===== config.mk =====
export PLATFORM = sky130hd
export DESIGN_NAME = hashed_presence_buffer
export DESIGN_NICKNAME = d
export VERILOG_FILES = /design/src/rtl/hashed_presence_buffer.sv
export SDC_FILE = /design/constraint.sdc
export NUM_CORES = 1
export LEC_CHECK = 0
export BUFFER_PORTS_ARGS = -buffer_cell sky130_fd_sc_hd__buf_4
export CAP_MARGIN = 25
export CORE_MARGIN = 3
export CORE_UTILIZATION = 59
export CTS_CLUSTER_DIAMETER = 50
export DETAILED_ROUTE_END_ITERATION = 16
export GPL_TIMING_DRIVEN = 0
export PLACE_DENSITY = 0.72
export SYNTH_ARGS = -nofsm -noshare
export SYNTH_HDL_FRONTEND = slang
export SYNTH_SLANG_ARGS = --single-unit

===== constraint.sdc =====
create_clock -name clk -period 3.7 [get_ports clk]
set_clock_uncertainty 0.2 [all_clocks]
set_input_delay 0.185 -clock clk [delete_from_list [all_inputs] [get_ports clk]]
set_output_delay 0.185 -clock clk [all_outputs]
set_load 0.005 [all_outputs]

===== src/rtl/hashed_presence_buffer.sv =====
module hashed_presence_buffer #(
  parameter int DATA_W = 16,
  parameter int ADDR_W = 8,
  parameter int HASH_W = 6,
  parameter int READS  = 2
) (
  input  logic              clk,
  input  logic              rst_n,
  input  logic              wr_valid,
  input  logic [ADDR_W-1:0] wr_addr,
  input  logic [DATA_W-1:0] wr_data,
  output logic              wr_collide,
  input  logic              rd_req,
  input  logic [ADDR_W-1:0] rd_addr,
  output logic [DATA_W-1:0] rd_data,
  output logic              rd_hit
);
  localparam int DEPTH = 1 << HASH_W;

  logic [READS-1:0]  fill [DEPTH];
  logic [DATA_W-1:0] mem  [DEPTH];
  logic [HASH_W-1:0] wh, rh;
  logic              wr_take;

  assign wh         = wr_addr[HASH_W-1:0];
  assign rh         = rd_addr[HASH_W-1:0];
  assign wr_collide = wr_valid && (fill[wh] != '0);
  assign wr_take    = wr_valid && !wr_collide;
  assign rd_hit     = rd_req && (fill[rh] != '0);
  assign rd_data    = rd_hit ? mem[rh] : '0;

  always_ff @(posedge clk or negedge rst_n) begin
    if (!rst_n) begin
      for (int i = 0; i < DEPTH; i++) fill[i] <= '0;
    end else begin
      for (int i = 0; i < DEPTH; i++) begin
        if (wr_take && wh == HASH_W'(i))
          fill[i] <= '1;
        else if (rd_hit && rh == HASH_W'(i))
          fill[i] <= fill[i] >> 1;
      end
    end
  end

  always_ff @(posedge clk) begin
    if (wr_take) mem[wh] <= wr_data;
  end

  a_r4_write_loads_full: assert property (@(posedge clk) disable iff (!rst_n)
    wr_take |=> fill[$past(wh)] == {READS{1'b1}});

  a_r5_hit_uses_one_read: assert property (@(posedge clk) disable iff (!rst_n)
    (rd_hit && !(wr_take && wh == rh)) |=> fill[$past(rh)] == ($past(fill[rh]) >> 1));

  a_r6_collide_keeps_data: assert property (@(posedge clk) disable iff (!rst_n)
    wr_collide |=> mem[$past(wh)] == $past(mem[wh]));

  a_r5_thermometer: assert property (@(posedge clk) disable iff (!rst_n)
    rd_req |-> ((fill[rh] & (fill[rh] + 1'b1)) == '0));
endmodule


==> flow_summary.json <==
{
  "worstSetupPathDepth": 8,
  "required_ps": 3890,
  "insertion_delay_ps": 690,
  "numCtsBuffers": 119,
  "path_clk_slew_ps": 60,
  "setup.reg_to_reg.worst_slack_ps": 70,
  "globalplace.congestion": 0.979,
  "worst_case_vdd_ir_drop_v": 0.000440,
  "critical-path-max-stage-delay_ps": 900,
  "crit_slowest_cell": "nor2_2",
  "grt_pass1_vias": 27122,
  "nNetsFinal": 2889,
  "synth_flop_cell": "edfxtp_1",
  "timing.critical_path.max_delay_family": "simple AND/OR/NAND/NOR gates",
  "final-seq-area_um2": 34000,
  "grt_max_degree": 75,
  "multi_input_area_um2": 12200,
  "route.detailed.wl_per_inst_um": 32.8,
  "io_buffer_count": 44,
  "crit_buf_inv": 4,
  "post-route-min-period_ps": 3760,
  "io_pins": 54,
  "tritoncts_clock_tree": "yes",
  "tightest_slew_ps": 1090,
  "crit-reg2reg-launch": "fill[32]$_DFFE_PN0P_",
  "final_setup_violation_count": 27,
  "chipWidth_um": 287,
  "yosysWarningCount": 0,
  "worstPathCellList": "buf_4 -> clkbuf_1 -> clkbuf_1 -> a2111oi_0 -> nor4_1 -> nand4_1 -> nor2_2 -> buf_8",
  "syn_area_per_cell_um2": 17.9,
  "htreeDepth": 3,
  "power.static_leakage_nw": 18.3,
  "clock.fmax_mhz": 266,
  "endpoint_kind": "flop",
  "grt.overflow.total": 0,
  "setup.worst_path.end": "mem[52][1]$_DFFE_PP_",
  "timing.final.ws_setup_ps": -55.9,
  "worst-endpoint-arrival_ps": 3950,
  "vias_per_cell": 6.83,
  "synth_enable_flop_cells": 1024,
  "area_growth_syn_to_layout_pct": 16.3,
  "path_type_of_the_worst_min_delay_path": "in -> reg",
  "status": "finished, violations left",
  "crit_start": "wr_addr[3]",
  "utilization_pct": 69.6,
  "drc": 0,
  "initial_utilization_pct": 59.8,
  "reg2regPathDepth": 8,
  "grt_pass1_wl_mm": 189,
  "detail-route-antenna-nets": 0,
  "antenna_violations_before_repair": 2,
  "route.final.wire_length_mm": 131,
  "detailed_placement_hpwl_mm": 86.9,
  "vert_die_dim_um": 287,
  "dieArea_um2": 82200,
  "ys_seq_area_share_pct": 73.0,
  "path_class": "in -> reg",
  "track_usage_pct": 32.5,
  "synth_top_family_by_area": "multiplexers",
  "cts.sink_count": 1152,
  "final.fill_count": 4933,
  "dr.first_iter.drc_count": 4005,
  "max_cap_viol_count": 0,
  "failing_checks": "negative setup slack",
  "layout-drive-gt1-share_pct": 26.5,
  "synth_seq_cells": 1152,
  "critical-path-top-cell-by-count": "clkbuf_1",
  "maxSlewViolCount": 0,
  "synth_simple_gate_area_share_pct": 4.56,
  "fin_worst_hold_slack_ps": 84.2,
  "setup_repair_after_global_routing_missed_its_margin": "true",
  "synth_async_sr_flop_share_pct": 11.1,
  "pwr_density_cell_nw_per_um2": 539,
  "fraction_of_the_mapped_netlist_area_in_compound_gates_pct": 6.53,
  "dpl-instance-area_um2": 49500,
  "critPathMaxFanout": 10,
  "mappedNetlistArea_um2": 46500,
  "drt_first_pass_iters": 7,
  "synth.mux.area_fraction_pct": 14.3,
  "synthCells": 2594,
  "row_count": 102,
  "yosys.cell_types.count": 55,
  "root_buffer": "clkbuf_16",
  "share_of_the_synthesized_netlist_area_taken_by_xor_and_xnor_gates_pct": 0,
  "hold_viol_final": 0,
  "critical_path_startpoint_category": "primary input",
  "synth_fp_nets": 2630,
  "fp.coreArea_um2": 77700,
  "critical_path.reg2reg.endpoint": "mem[47][11]$_DFFE_PP_",
  "layout.cell_area.non_filler_um2": 54100,
  "timing.max_slew.rel_slack_pct": 27.2,
  "timing.final.crit_share_pct": 102,
  "cts_max_path_buffers": 3,
  "yosys.area_share.adder_pct": 0,
  "via_count_of_the_routed_design": 27264
}
sequential cells by signal, summed over array words and instances (netlist names):
| signal | cells |
|---|---|
| mem | 1024 |
| fill | 128 |
layer usage:
metal / GRT usage, % / routed length, um
met1: 47.3 / 51400
met3: 7.98 / 14600
met4: 11.3 / 4300
met5: 0 / 13
met2: 48.9 / 60700
worst min-delay path: cells and delay by family:
kind / cells / cell delay (ps)
AOI/OAI and AO/OA: 1 / 120
buffers and inverters: 1 / 140
and+or+nand+nor: 3 / 490
per-stage QoR:
step / setup TNS (ps) / total power, mW / cells / setup WS [ps]
6_report: -1110 / 29.1 / 3992 / -55.9
5_1_grt: -255 / 29.9 / 3991 / -32.5
2_1_floorplan: 0 / 16.3 / 2594 / 365
3_5_place_dp: -270490 / 17.3 / 3745 / -847
4_1_cts: 0 / 29.1 / 3987 / 11.9
3_3_place_gp: -1178960 / 17.2 / 3678 / -1490
placed cells by master, fill, tap and decap left out, types with 64 or more instances in the layout:
| cell | synthesis | routed |
|---|---|---|
| mux2_2 | 64 | 64 |
| a22oi_1 | 68 | 66 |
| edfxtp_1 | 1024 | 1024 |
| clkbuf_1 | 76 | 78 |
| nand2_1 | 151 | 145 |
| buf_4 | 6 | 72 |
| a21oi_1 | 95 | 95 |
| dfrtp_1 | 128 | 128 |
| o221ai_1 | 66 | 64 |
| clkbuf_16 | 0 | 122 |
| mux4_2 | 219 | 219 |
| mux2i_1 | 80 | 80 |
| nor2_1 | 169 | 90 |
Yosys cell counts, types with 13 or more instances:
library cell	instances	area [um2]
nor2b_1	17	106
mux2_2	64	721
a22oi_1	68	510
mux4_2	219	4930
nand3b_1	20	150
edfxtp_1	1024	30700
a31oi_1	15	93.8
nor3_1	33	165
o21ai_0	63	315
a211oi_1	16	120
nand2b_1	13	81.3
dfrtp_1	128	3200
o22ai_1	19	119
a21oi_1	95	475
buf_2	55	275
mux2i_1	80	801
a221o_1	21	210
a21o_1	19	143
o221ai_1	66	578
clkbuf_1	76	285
nor2_1	169	634
nand2_1	151	567
nand3_1	36	180
buf_1	15	56.3
worst min-delay path by stage:
stage,startpoint,endpoint,cells after the start
after detailed placement,rst_n,fill[79]$_DFFE_PN0P_,1
after global placement,fill[2]$_DFFE_PN0P_,fill[2]$_DFFE_PN0P_,2
final,rd_addr[2],fill[16]$_DFFE_PN0P_,5
after global routing,wr_addr[5],mem[27][14]$_DFFE_PP_,4
after floorplan,rst_n,fill[0]$_DFFE_PN0P_,0
after CTS,rd_addr[2],fill[16]$_DFFE_PN0P_,5
cells by family (layout without fill, tap and decap cells):
family,after synthesis,in the layout
compound gates,437,437
other cells,0,1
flops,1152,1152
simple gates,472,472
buf+inv,163,520
mux,370,370
repair_timing:
item,4_1_cts,5_1_grt
hold endpoints to repair,1171,0
setup buffers,1,4
gates resized for setup,102,40
pin swaps,1,4
setup endpoints to repair,186,253
hold buffers,23,0
layout make-up:
cell class | count | area share, %
Sequential cell | 1152 | 62.8
Multi-Input combinational cell | 1279 | 22.6
Clock buffer | 147 | 5.82
Timing Repair Buffer | 140 | 3.35
Tap cell | 1040 | 2.41
Buffer | 158 | 1.62
Clock inverter | 72 | 1.43
Inverter | 3 | 0.0208
Antenna cell | 1 | 0.00463
power breakdown:
| part | leakage, nW | internal [mW] | switching [mW] | total (mW) |
|---|---|---|---|---|
| sequential | 10.9 | 14.5 | 0.294 | 14.8 |
| clock | 1.91 | 6.96 | 4.98 | 11.9 |
| combinational | 5.47 | 0.932 | 1.46 | 2.40 |
No activity file was read; power rests on OpenSTA's default activity.
